## config.mk

```make
export PLATFORM = sky130hd
export DESIGN_NAME = cop_fetch_seq
export DESIGN_NICKNAME = d
export VERILOG_FILES = /design/src/rtl/cop_pkg.sv /design/src/rtl/cop_opdet.sv /design/src/rtl/cop_areg.sv /design/src/rtl/cop_fetch_seq.sv
export SDC_FILE = /design/constraint.sdc
export NUM_CORES = 1
export LEC_CHECK = 0
export BUFFER_PORTS_ARGS = -buffer_cell sky130_fd_sc_hd__buf_2
export CORE_UTILIZATION = 40
export CTS_CLUSTER_SIZE = 28
export DETAILED_ROUTE_END_ITERATION = 16
export GPL_ROUTABILITY_DRIVEN = 0
export PLACE_DENSITY = 0.8
export SLEW_MARGIN = 10
export SYNTH_ARGS = -nofsm -noshare
export SYNTH_HDL_FRONTEND = slang
export SYNTH_HIERARCHICAL = 1
export SYNTH_SLANG_ARGS = --single-unit
```

## constraint.sdc

```tcl
create_clock -name clk -period 3.35 [get_ports clk]
set_input_delay 0.335 -clock clk [delete_from_list [all_inputs] [get_ports clk]]
set_output_delay 0.335 -clock clk [all_outputs]
set_load 0.05 [all_outputs]
```

## src/rtl/cop_pkg.sv

```systemverilog
package cop_pkg;

  typedef enum logic [2:0] {
    K_NONE, K_IND, K_EXP, K_MHI, K_MLO
  } opk_t;

  typedef enum logic [2:0] {
    S_IDLE, S_ADDR, S_FORGE, S_REL, S_REQ, S_DAT, S_START
  } st_t;

  // fmt[1]: exponent word present, fmt[0]: low mantissa word present
  function automatic opk_t first_op(input logic [1:0] fmt);
    return fmt[1] ? K_EXP : K_MHI;
  endfunction

  function automatic opk_t after_op(input logic [1:0] fmt, input opk_t cur);
    case (cur)
      K_IND:   return first_op(fmt);
      K_EXP:   return K_MHI;
      K_MHI:   return fmt[0] ? K_MLO : K_NONE;
      default: return K_NONE;
    endcase
  endfunction

  function automatic opk_t launch_op(input logic nomem, input logic ind,
                                     input logic [1:0] fmt);
    if (nomem) return K_NONE;
    if (ind) return K_IND;
    return first_op(fmt);
  endfunction

endpackage

```

## src/rtl/cop_opdet.sv

```systemverilog
module cop_opdet #(
  parameter int WORD_W = 18,
  parameter int OPC_W  = 6,
  parameter logic [OPC_W-1:0] OPCODE = 6'o71
) (
  input  logic [WORD_W-1:0] word_i,
  input  logic              vld_i,
  input  logic              ifetch_i,
  output logic              hit_o
);
  assign hit_o = vld_i && ifetch_i && (word_i[WORD_W-1 -: OPC_W] == OPCODE);
endmodule

```

## src/rtl/cop_areg.sv

```systemverilog
module cop_areg #(
  parameter int AR_W = 17
) (
  input  logic            clk,
  input  logic            rst_n,
  input  logic            load_i,
  input  logic            inc_i,
  input  logic [AR_W-1:0] din_i,
  output logic [AR_W-1:0] q_o
);
  always_ff @(posedge clk) begin
    if (!rst_n)      q_o <= '0;
    else if (load_i) q_o <= din_i;
    else if (inc_i)  q_o <= q_o + 1'b1;
  end

  AST_AR_STEP: assert property (@(posedge clk) disable iff (!rst_n)
    (inc_i && !load_i) |=> (q_o == AR_W'($past(q_o) + 1'b1)));
endmodule

```

## src/rtl/cop_fetch_seq.sv

```systemverilog
module cop_fetch_seq #(
  parameter int WORD_W = 18,
  parameter int OPC_W  = 6,
  parameter logic [OPC_W-1:0]  OPCODE   = 6'o71,
  parameter logic [WORD_W-1:0] NOP_WORD = 18'o710000,
  parameter int NOMEM_BITNUM = 10
) (
  input  logic              clk,
  input  logic              rst_n,
  input  logic [WORD_W-1:0] mem_data_i,
  input  logic              snoop_vld_i,
  input  logic              cpu_ifetch_i,
  input  logic              cpu_rel_i,
  input  logic              io_pend_i,
  input  logic              mem_aack_i,
  input  logic              mem_rvld_i,
  output logic              mem_req_o,
  output logic [WORD_W-2:0] mem_addr_o,
  output logic              mem_dack_o,
  output logic              rdrst_block_o,
  output logic              cpu_rdrst_o,
  output logic              cpu_ack_o,
  output logic              cpu_dis_o,
  output logic              bus_drive_o,
  output logic [WORD_W-1:0] bus_data_o,
  output logic              ld_ir_o,
  output logic              ld_ar_o,
  output logic              ld_exp_o,
  output logic              ld_mhi_o,
  output logic              ld_mlo_o,
  output logic [WORD_W-OPC_W-1:0] ir_o,
  output logic [WORD_W-2:0] ar_o,
  output logic              busy_o,
  output logic              start_o
);
  import cop_pkg::*;

  localparam int IR_W      = WORD_W - OPC_W;
  localparam int AR_W      = WORD_W - 1;
  localparam int IND_IDX   = WORD_W - 1;
  localparam int NOMEM_IDX = WORD_W - 1 - NOMEM_BITNUM;

  st_t  st_q;
  opk_t kind_q;
  logic [IR_W-1:0] ir_q;
  logic ind_q;

  // named internal events
  logic det_hit, cap_addr, dat_done, ind_done, op_word, rel_seen;
  logic nomem;
  logic [1:0] fmt;

  cop_opdet #(.WORD_W(WORD_W), .OPC_W(OPC_W), .OPCODE(OPCODE)) u_det (
    .word_i(mem_data_i), .vld_i(snoop_vld_i), .ifetch_i(cpu_ifetch_i),
    .hit_o(det_hit)
  );

  assign nomem    = ir_q[NOMEM_IDX];
  assign fmt      = ir_q[1:0];
  assign cap_addr = (st_q == S_ADDR) && snoop_vld_i;
  assign dat_done = (st_q == S_DAT) && mem_rvld_i;
  assign ind_done = dat_done && (kind_q == K_IND);
  assign op_word  = dat_done && (kind_q != K_IND);
  assign rel_seen = (st_q == S_REL) && cpu_rel_i;

  cop_areg #(.AR_W(AR_W)) u_ar (
    .clk(clk), .rst_n(rst_n),
    .load_i(cap_addr || ind_done),
    .inc_i(op_word),
    .din_i(mem_data_i[AR_W-1:0]),
    .q_o(ar_o)
  );

  always_ff @(posedge clk) begin
    if (!rst_n) begin
      st_q   <= S_IDLE;
      kind_q <= K_NONE;
      ir_q   <= '0;
      ind_q  <= 1'b0;
    end else begin
      case (st_q)
        S_IDLE:  if (det_hit) begin
                   ir_q <= mem_data_i[IR_W-1:0];
                   st_q <= S_ADDR;
                 end
        S_ADDR:  if (cap_addr) begin
                   ind_q <= mem_data_i[IND_IDX];
                   st_q  <= S_FORGE;
                 end
        S_FORGE: st_q <= S_REL;
        S_REL:   if (rel_seen) begin
                   kind_q <= launch_op(nomem, ind_q, fmt);
                   st_q   <= (launch_op(nomem, ind_q, fmt) == K_NONE) ? S_START : S_REQ;
                 end
        S_REQ:   if (mem_req_o && mem_aack_i) st_q <= S_DAT;
        S_DAT:   if (dat_done) begin
                   kind_q <= after_op(fmt, kind_q);
                   st_q   <= (after_op(fmt, kind_q) == K_NONE) ? S_START : S_REQ;
                 end
        S_START: st_q <= S_IDLE;
        default: st_q <= S_IDLE;
      endcase
    end
  end

  assign ld_ir_o       = (st_q == S_IDLE) && det_hit;
  assign ld_ar_o       = cap_addr || ind_done;
  assign mem_dack_o    = cap_addr || dat_done;
  assign rdrst_block_o = (st_q == S_ADDR);
  assign cpu_rdrst_o   = (st_q == S_FORGE);
  assign bus_drive_o   = (st_q == S_FORGE) || (st_q == S_REL);
  assign bus_data_o    = bus_drive_o ? NOP_WORD : '0;
  assign cpu_ack_o     = rel_seen;
  assign mem_req_o     = (st_q == S_REQ) && !io_pend_i;
  assign mem_addr_o    = ar_o;
  assign ld_exp_o      = op_word && (kind_q == K_EXP);
  assign ld_mhi_o      = op_word && (kind_q == K_MHI);
  assign ld_mlo_o      = op_word && (kind_q == K_MLO);
  assign ir_o          = ir_q;
  assign busy_o        = (st_q != S_IDLE);
  assign cpu_dis_o     = busy_o;
  assign start_o       = (st_q == S_START);

  AST_DETECT_BUSY: assert property (@(posedge clk) disable iff (!rst_n)
    ld_ir_o |=> (busy_o && cpu_dis_o));
  AST_CAPTURE_THEN_FORGE: assert property (@(posedge clk) disable iff (!rst_n)
    cap_addr |=> (cpu_rdrst_o && !rdrst_block_o));
  AST_FORGED_WORD: assert property (@(posedge clk) disable iff (!rst_n)
    cpu_rdrst_o |-> (bus_drive_o && bus_data_o == NOP_WORD));
  AST_RDRST_PULSE: assert property (@(posedge clk) disable iff (!rst_n)
    cpu_rdrst_o |=> !cpu_rdrst_o);
  AST_NOMEM_NO_REQ: assert property (@(posedge clk) disable iff (!rst_n)
    (busy_o && nomem) |-> !mem_req_o);
  AST_ONE_STROBE: assert property (@(posedge clk) disable iff (!rst_n)
    $onehot0({ld_ir_o, ld_ar_o, ld_exp_o, ld_mhi_o, ld_mlo_o}));
  AST_IO_FIRST: assert property (@(posedge clk) disable iff (!rst_n)
    io_pend_i |-> !mem_req_o);
  AST_START_END: assert property (@(posedge clk) disable iff (!rst_n)
    start_o |=> (!start_o && !busy_o));
  AST_REQ_HOLD: assert property (@(posedge clk) disable iff (!rst_n)
    (mem_req_o && !mem_aack_i) |=> (mem_req_o || io_pend_i));
endmodule

```

# After elaboration in Yosys (flattened, before gate mapping)

Cells that the tools add are included.

Input port bits: 26
ROM bits: 0
Memory bits (writable): 0
Memories: 0
Flip-flop bits (word level): 36
Word-level logic and storage cells: 84
Latch bits: 0
Output and inout port bits: 78

Shifts and indexed selects: 0
Equality and inequality tests: 17
Div/mod/pow operators: 0
Reductions and logical operators: 27
Multiplexer cells: 34
Multipliers: 0
Order comparisons: 0
$add $sub $neg: 1
Bitwise gates (word level): 0

Operator list:

| cell                  | number |
|---|---|
| $mux 3                | 16 |
| $mux 17               | 2 |
| $mux 18               | 1 |
| $pmux 3 s6            | 1 |
| $add 17x1->17 const B | 1 |
| $logic_and 1x1->1     | 13 |
| $eq 3x2->1 const B    | 4 |
| $eq 3x3->1 const B    | 4 |
| $mux 1                | 10 |
| $logic_not 3->1       | 3 |
| $pmux 3 s3            | 1 |
| $ne 2x2->1 const B    | 4 |
| $eq 3x1->1 const B    | 2 |
| $eq 6x6->1 const B    | 1 |
| $pmux 3 s2            | 1 |
| $reduce_and 5->1      | 1 |
| $mux 2                | 2 |
| $reduce_and 2->1      | 2 |
| $reduce_bool 2->1     | 2 |
| $logic_or 1x1->1      | 3 |
| $ne 3x1->1 const B    | 1 |
| $reduce_and 3->1      | 1 |
| $reduce_bool 3->1     | 1 |
| $ne 2x1->1 const B    | 1 |
| $logic_not 1->1       | 1 |

# Depth between registers and ports, before layout

Gate-level depths: netlist (run 1).

Depth in word-level cells: 18
Depth in mapped cells: 8

# Cells and area by module

Netlist (run 1), hierarchy kept.

Modules (own cells, without submodules):

| module        | cells an instance | times used | sequential area each (um2) | area an instance (um2) |
|---|---|---|---|---|
| cop_fetch_seq | 169               | 1          | 380.4                      | 1,263.7 |
| cop_areg      | 102               | 1          | 340.3                      | 883.3 |
| cop_opdet     | 3                 | 1          | 0.0                        | 21.3 |

# Least setup slack after synthesis (run 1)

No wires, ideal clock.

Path kind: flip-flop to flip-flop
Start: register st_q[0]
End: register u_ar.q_o[1]
Clock period less this slack: 2.780 ns
Slack: 0.570 ns
Arrival: 2.664 ns
Path buffers: 2
Stages on the path, launching flop included: 8
Setup time: 0.117 ns
Cells stage by stage: dfxtp_1 > nor2b_1 > buf_4 > nand3_1 > o21ai_0 > inv_1 > buf_1 > o211a_1

Word-level cells in the longest chain between the ends: 5
Elaborated cells between the ends (all ways): 9
Classes of those cells: eq/ne: 2; mux: 1; reduce/logical: 6

RTL lines:

| what                                         | line                | source |
|---|---|---|
| start, declared                              | cop_fetch_seq.sv:43 | `st_t st_q;` |
| start signal, assigned                       | cop_fetch_seq.sv:93 | `st_q <= (launch_op(nomem, ind_q, fmt) == K_NONE) ? S_START : S_REQ;` |
| start signal, assigned                       | cop_fetch_seq.sv:98 | `st_q <= (after_op(fmt, kind_q) == K_NONE) ? S_START : S_REQ;` |
| $eq 3x3->1                                   | cop_fetch_seq.sv:61 | `assign dat_done = (st_q == S_DAT) && mem_rvld_i;` |
| $logic_and 1x1->1                            | cop_fetch_seq.sv:61 |  |
| $logic_and 1x1->1                            | cop_fetch_seq.sv:62 | `assign ind_done = dat_done && (kind_q == K_IND);` |
| $logic_or 1x1->1 *                           | n/a                 |  |
| named net ld_ar_o                            | cop_fetch_seq.sv:27 | `output logic ld_ar_o,` |
| $mux 17 or $reduce_bool 2->1 (tied branches) | n/a                 |  |
| end signal, assigned                         | cop_areg.sv:13      | `else if (load_i) q_o <= din_i;` |
| end signal, assigned                         | cop_areg.sv:14      | `else if (inc_i) q_o <= q_o + 1'b1;` |
| end, declared                                | cop_areg.sv:9       | `output logic [AR_W-1:0] q_o` |

Mark *: on every way through the listed nets, which the timed path passes. The rest lies on a longest branch.
A chain may end at the register's enable or synchronous reset.

# Worst setup path after layout (run 1)

Start: register st_q[0]
End: register u_ar.q_o[14]

Elaborated cells between the ends (all ways): 9
Classes of those cells: eq/ne: 2; mux: 1; reduce/logical: 6

RTL lines:

| what                               | line                | source |
|---|---|---|
| $eq 3x3->1                         | cop_fetch_seq.sv:61 |  |
| $logic_and 1x1->1                  | cop_fetch_seq.sv:61 |  |
| $logic_and 1x1->1                  | cop_fetch_seq.sv:63 | `assign op_word = dat_done && (kind_q != K_IND);` |
| named net op_word                  | cop_fetch_seq.sv:49 | `logic det_hit, cap_addr, dat_done, ind_done, op_word, rel_seen;` |
| $reduce_bool 2->1 (no source line) | n/a                 |  |

The timed path passes the listed nets, and every way through them passes these cells.

==> impl.org, run 1 <==
** Critical path
- By startpoint and endpoint, the worst setup path is classified as flip-flop to flip-flop.
- Critical Path Start Type :: flip-flop
- CP cell instances :: nor2b_1 -> nand3_1 -> nor2_1 -> nand4_2 -> nor4_1 -> xnor2_1 -> a21oi_1
- Crit path arrival time :: roughly 2.9 ns
- For this run, the slowest stage of the critical path takes 0.59 ns.
- Maximum fanout along the worst path :: 14
- Slowest CP cell :: dfxtp_1
- In this design, the largest share of critical-path delay is due to simple AND/OR/NAND/NOR gates.
- Critical path buffers and inverters :: 0
- Worst R2R Start :: st_q[0]
- In this run the register-to-register setup slack is 0.56 ns.
- The worst setup path is captured at a flip-flop.
- In this run the worst setup path begins at st_q[0].
- At the worst endpoint, the required time is 3.49 ns.

** GRT
- Global routing consumed, on the met1 layer, 24.15% of the routing resources.
- Overflow left after global routing :: 0
- Wire length of the first global-routing pass :: 8066 um
- For this run, global-route usage on met2 was measured as 29.86%.
- Aggregate global-route resource usage :: about a fifth
- Maximum number of pins on one net before global-route repair :: 35
- Global-route met3 utilization :: 5.688%
- Antenna violations before repair :: 0
- Most heavily used metal layer in global routing :: met2
- The via count of the first global-routing pass was 1743.

** Yosys
- The Yosys step of the flow raised 6 warnings.
- Basic-gate share of the synthesized area counting and, or, nand and nor cells :: a little under a quarter
- Async set-reset flop share out of synthesis :: 0%
- Counting flops with a built-in enable in the synthesized netlist gives 0.
- For this run, the register share of the synthesized area comes to 33.24%.
- Count of state elements after synthesis :: 36
- Area fraction in compound gates after synthesis :: 17.66%
- Most used DFF post-synth :: dfxtp_1
- Share of synthesized area spent on multiplexers :: around 1.9%
- By area, the combinational part of the netlist is dominated by simple AND/OR/NAND/NOR gates.
- Post-synthesis cell area :: 0.002168 mm2
- Number of instances in the synthesized netlist :: roughly 270
- The synthesized netlist devotes 6.463% of its cell area to XOR and XNOR gates.
- Distinct cell type count of the synthesized netlist :: 46
- Adder and majority cell fraction of the synthesized area :: less than 1%
- Averaged over all synthesized cells, the footprint is roughly 8 um2.

** Run
- Total of max-cap violations :: 0

** Clock tree
- The H-tree was split into 2 levels.
- Post_cts resized :: 0
- In this run the deepest clock path goes through 2 buffers.
- CTS placed an instance of clkbuf_8 at the clock tree root.
- CTS tree :: built
- Clock-pin slew was measured on the worst setup and hold paths at 0.07 ns.
- Counting every sink on the clock net gives 36.
- Number of hold-repair buffers added at the cts stage :: 0
- After clock tree synthesis, the setup repair step added 0 buffers.
- Later-pin clock latency in the skew report :: 0.29 ns
- The number of clock buffers added by TritonCTS is 5.

** Final layout
- At the end of the flow the core is filled with cells to ~49%.
- Final instance area :: roughly 0.0025 mm2
- Area growth from synthesis to layout :: 16.73%
- Fraction of final layout cells with drive strength greater than 1 :: 30.95%
- The repair_antennas step left the layout with diodes totalling 0.
- Post-layout net count :: 362
- Counting the fill cells in the layout gives 531.

** Pwr
- Pleak :: between 1 and 1.5 nW
- Portion of total power attributed to the clock network :: 42.9%
- Total net switching power :: 0.2186 mW
- Power density over the cells :: between 300 and 400 mW/mm2
- Maximum ir drop on the vdd rail :: 0.1399 mV
- Per report_power, the combinational group accounts for around 8.5% of the total.
- Share of total power consumed by net switching :: 24.72%
- Internal Dissipation :: 0.6657 mW
- Sequential cells burn 48.5% of the power.

** Timing
- The final number of max-transition violations is 0.
- For the pin with the worst max-slew slack, the measured transition is roughly 0.86 ns.
- F_max :: 358.7 MHz
- Of the available clock period, the critical path in the final layout requires between 80% and 90%.
- The worst path in the final design needs a cycle of 2.788 ns, including I/O delays and setup.
- Setup repair after global routing missed its margin :: false
- Adding up every negative setup slack in the final design gives 0 ns.
- Finish-stage setup viols :: 0
- Tightest slew margin relative to the limit :: 42.28%
- The hold violation count in the final report was 0.
- Worst setup margin :: approximately 0.56 ns
- Setup Skew :: 0.005707 ns

** Detailed routing
- Wires add up to a little over 5000 um.
- Routed wire per std cell :: 12.78 um
- After the first detailed-routing iteration, the DRC count stood at between 80 and 90.
- Across all layers, the routed design uses 2049 vias.
- Via density :: between 5 and 6
- Remaining antenna violation count :: 0
- Remaining design rule violation count :: 0
- First-pass detailed-route iteration total :: 4

** Min path
- The path class of the tightest hold or removal check is input pin to flip-flop.
- Hold path startpoint :: mem_data_i[1]

** Die
- Standard-cell row count :: 26
- Initial cell density of the core :: 41.92%
- Die boundary height :: 75.63 um
- For this design the top-level I/O count stands at roughly 100.
- Floorplan die width :: 75.63 um
- Core area :: 0.005172 mm2
- Total Die Area :: 0.005719 mm2

** Placement
- Input and output buffers added on the ports amount to slightly below 90.
- Detailed placement ended at an HPWL of 3953 um.
- OpenSTA, run right after detailed placement, puts the worst setup slack at 0.6076 ns.
- In this run the cell area measured after placement is 0.002424 mm2.

** Outcome
- Result of the run :: completed
[power groups by stage]
stage | Clock, mW | Combinational, mW | Sequential, mW
after floorplan | 0 | 0.0621 | 0.441
after global placement | 0 | 0.0756 | 0.439
after detailed placement | 0 | 0.0753 | 0.439
after CTS | 0.388 | 0.0754 | 0.429
after global routing | 0.409 | 0.0817 | 0.429
final | 0.380 | 0.0755 | 0.429
[metal layers]
layer	vias to the layer above	part of all wire, %
li1	1015	-
met1	958	45
met2	70	48
met3	6	6.5
met4	0	0.98
met5	-	0
[placed cells by master (no fill, tap or decap), drive strengths merged, types with 2 or more instances in the layout]
master and n:
a211oi 2, a21boi 4, a21oi 24, and3 3, and3b 2, buf 89, clkbuf 6, conb 14
dfxtp 36, inv 9, mux2i 3, nand2 39, nand2b 3, nand3 6, nand4 6, nand4b 2
nor2 14, nor2b 4, nor3 6, nor4 7, o211a 4, o21ai 18, o32ai 2, xnor2 13
xor2 3
[metrics by stage]
stage | hold slack [ns] | instances | total power [mW]
after floorplan | 0.4522 | 287 | 0.5036
after global routing | 0.2753 | 406 | 0.9204
final | 0.2779 | 406 | 0.8843
after global placement | 0.4413 | 398 | 0.5148
after detailed placement | 0.4503 | 398 | 0.5145
after CTS | 0.2690 | 406 | 0.8925
[kinds of logic after synthesis]
kind of cell    Yosys count
fa+ha+maj                 1
mux                       4
simple gates             97
flops                    36
other cells               1
xor+xnor                 16
buf+inv                  57
compound gates           62
[state kept, by name (all words and copies together) (netlist names)]
register  flops
ind_q         1
st_q          3
kind_q        3
u_ar/q_o     17
ir_o         12
[Yosys cell counts, types with 2 or more instances]
cell,number,area (um2)
mux2i_1,3,30.03
o21ai_0,17,85.08
xor2_1,3,26.28
a21oi_1,24,120.1
nor2b_1,4,25.02
a21boi_0,3,22.52
nand2b_1,3,18.77
nand4_2,2,25.02
xnor2_1,13,113.9
o211a_1,4,40.04
nor3_1,6,30.03
nand4_1,3,18.77
nor4_1,7,43.79
clkbuf_1,6,22.52
dfxtp_1,36,720.7
o32ai_1,2,17.52
buf_2,3,15.01
buf_4,38,285.3
nand4b_1,2,17.52
and3_1,3,18.77
nand3_1,6,30.03
nand2_1,39,146.4
and3b_1,2,17.52
a211oi_1,2,15.01
nor2_1,14,52.55
inv_1,9,33.78
[cell type report]
type                            count  area, um2  share of cell area [%]
Inverter                            9      33.78                   1.335
Sequential cell                    36      720.7                   28.47
Clock buffer                        6      72.57                   2.867
Timing Repair Buffer               89      445.4                   17.60
Tap cell                           70      87.58                   3.460
Clock inverter                      2      35.03                   1.384
Multi-Input combinational cell    194       1136                   44.88
[final timing paths]
path | cells past startpoint | to
worst min register to register | 2 | ir_o[8]
worst max register to register | 7 | u_ar/q_o[14]
worst min-delay path | 2 | u_ar/q_o[1]
worst max-delay path | 7 | u_ar/q_o[14]
No activity file was read; power rests on OpenSTA's default activity.
==> inputs of run 2 (changes only) <==
clock period = 2.75 ns   (was 3.35 ns; I/O delays follow)
==> run 2 against run 1 <==
Compared with the run above:
- largest cell class unchanged
- final cell count rose by 1.2%
- clock power is 19% higher
- largest power group unchanged
- count of clock-buffer cells in the layout shrank 1
- maximum frequency increased by 22%
- critical endpoint is now u_ar/q_o[16]
- register-to-register slack got worse by 0.097 ns
- die area unchanged
- non-clock buffer count increased by 5
- cell area is 1.6% higher
- first-iteration DRC count grew 7.4%
- clock skew fell by 0.00067 ns
- via count rose by 0.24%
==> impl.org, run 2 (synthesis results as in run 1) <==
** Outcome
- Result of the run :: completed

** GRT
- Aggregate global-route resource usage :: 17.46% (-1.2 points)
- The maximum number of pins on one net before global-route repair is 35 (unchanged).
- Wire length of the first global-routing pass :: 7617 um (-5.6%)
- Overflow left after global routing :: 0 (unchanged)
- The via count of the first global-routing pass was 1703 (-2.3%).
- The number of antenna violations at the first check in global routing is 0 (unchanged).

** Final layout
- The library cell used most frequently in the layout, excluding fill and tap cells, is buf_2.
- Final instance area :: 0.002572 mm2 (+1.6%)
- The flip-flop count of the largest register, all copies and words added is 17 (unchanged).
- Commonest non-fill, non-tap cells in the layout :: buf_2, nand2_1, dfxtp_1
- Area growth from synthesis to layout :: 18.64%
- The fraction of final layout cells with drive strength greater than 1 is 32.26% (+1.3 points).
- Register bank with the most flops :: u_ar/q_o
- Post-layout net count :: 367 (+1.4%)
- Fraction of the core area covered by cells at the end of the flow :: 49.73% (+0.80 points)
- The number of diodes added for antenna fixing came to 0 (unchanged).
- Final Instance Count excl. Fillers :: 411 (+1.2%)

** Placement
- Detailed Place HPWL :: 3937 um (-0.40%)
- The number of cells after detailed placement came to 403 (+1.3%).
- Placed cell areas :: 0.002461 mm2 (+1.5%)
- Input/output buffers :: 89 (unchanged)

** Min path
- In this run the worst hold path is classified as input pin to flip-flop.
- In this run the most critical hold path is launched from mem_data_i[0].

** Clock tree
- The clock-pin slew of the registers on the worst-case setup and hold paths came to 0.07 ns (about the same).
- The clock sink total is 36 (unchanged).
- Post-CTS setup repair buffer count :: 0 (unchanged)
- The H-tree level count was 2 (unchanged).
- Number of hold-repair buffers added at the cts stage :: 0 (unchanged)
- The number of buffers created by CTS was 5 (unchanged).
- Later-pin clock latency in the skew report :: 0.28 ns (about the same)
- The cell sitting at the root of the clock tree is a clkbuf_8.
- CTS tree :: built
- The maximum buffer depth of the clock tree was 2 (unchanged).
- The count of instances resized after the clock tree is built is 0 (unchanged).

** Timing
- F_max :: 437.6 MHz (+22%)
- The final number of max-transition violations is 0 (unchanged).
- Setup Skew :: 0.005036 ns (-0.0006713 ns)
- The hold violation count in the final report came to 0 (unchanged).
- The final setup violation count was 0 (unchanged).
- The worst slew slack as a fraction of its limit came to 45.20% (+2.9 points).
- The final-layout setup total negative slack came to 0 ns (unchanged).
- Transition at the pin with the smallest max-transition slack :: 0.8210 ns (-0.04388 ns)
- Fin crit share :: 83.10% (-0.13 points)
- Final critical-path required period :: 2.285 ns (-0.5029 ns)
- Setup repair after global routing missed its margin :: false

** Die
- The core area is 0.005172 mm2 (unchanged).
- Standard-cell row count :: 26 (unchanged)
- The die outline area came to 0.005719 mm2 (unchanged).
- The die outline height is 75.63 um (unchanged).
- The number of I/O pins was 104 (unchanged).
- Floorplan die width :: 75.63 um (unchanged)
- The initial standard-cell utilization of the core was 41.92% (unchanged).

** Detailed routing
- The total detailed-routing wirelength was 5099 um (-1.7%).
- The remaining antenna violation count after routing came to 0 (unchanged).
- Routed wire per std cell :: 12.41 um (-2.9%)
- The first-pass iteration count of the detailed router was 4 (unchanged).
- The number of DRC markers after the initial detailed-route iteration is 87 (+7.4%).
- The detailed-route vias per instance was 4.998 (-0.98%).
- The number of remaining DRC errors is 0 (unchanged).
- Detailed-route via count :: 2054 (+0.24%)

** Critical path
- STA classifies the critical path startpoint as a flip-flop.
- Sort of element at the end of the critical path :: flip-flop
- The data arrival time at the worst-slack endpoint came to 2.42 ns (-0.51 ns).
- By startpoint and endpoint, the worst setup path is classified as flip-flop to flip-flop.
- Data required time of the worst path :: 2.88 ns (-0.61 ns)
- Worst setup path startpoint :: st_q[2]
- Maximum fanout along the worst path :: 16 (+2)
- Worst R2R Start :: st_q[2]

** Run
- Total of max-cap violations :: 0 (unchanged)

** Pwr
- The power density over cell area was 415.0 mW/mm2 (+19%).
- Pleak :: 1.266 nW (+2.1%)
- The total chip power was 1.068 mW (+21%).
- Maximum ir drop on the vdd rail :: 0.2285 mV (+63%)
## run 2: changes by cell type in the layout (fill, tap and decap cells not counted)
| cell | delta |
|---|---|
| buf_4 | +5 |
| clkbuf_1 | -1 |
| clkinvlp_4 | +1 |
| o21ai_0 | -1 |
| o21ai_1 | +1 |
## run 2: layer usage
metal,vias up,wire length [um],GRT usage [%]
met5,-,0,0
met4,0,51,5.556
met3,7,405,5.952
met2,82,2340,28.37
met1,939,2302,21.84
li1,1026,-,-
## run 2: critical path, stage by stage, from the launching register on
cell and delay [ns]:
dfxtp_1 0.60, nand3_1 0.23, nor2_1 0.18, buf_4 0.17
nand4_2 0.24, nor4_1 0.46, xnor2_1 0.17, a21oi_1 0.08
## run 2: worst paths after layout
path / cells after the start / slack [ns] / end
worst max-delay path: 7 / 0.46 / u_ar/q_o[16]
worst min-delay path: 2 / 0.23 / u_ar/q_o[0]
worst max register to register: 7 / 0.46 / u_ar/q_o[16]
worst min register to register: 2 / 0.45 / ir_o[5]
## run 2: layout make-up
| type | instances | area (um2) |
|---|---|---|
| Multi-Input combinational cell | 194 | 1136 |
| Tap cell | 70 | 87.58 |
| Clock buffer | 5 | 68.82 |
| Timing Repair Buffer | 94 | 483.0 |
| Fill cell | 509 | 2600 |
| Inverter | 9 | 33.78 |
| Sequential cell | 36 | 720.7 |
| Clock inverter | 3 | 42.54 |
## run 2: metrics by stage
stage          setup WS (ns)  hold WS [ns]
2_1_floorplan        0.06356        0.3922
3_3_place_gp          0.5594        0.4409
3_5_place_dp          0.5094        0.4456
4_1_cts               0.4931        0.2234
5_1_grt               0.2431        0.2230
6_report              0.4648        0.2260
## run 2: power by group
part	leakage [nW]	switching [mW]	total (mW)	internal (mW)
Sequential	0.290	0.00105	0.523	0.522
Combinational	0.922	0.0721	0.0923	0.0203
Clock	0.0541	0.184	0.452	0.268
Total	1.27	0.257	1.07	0.810
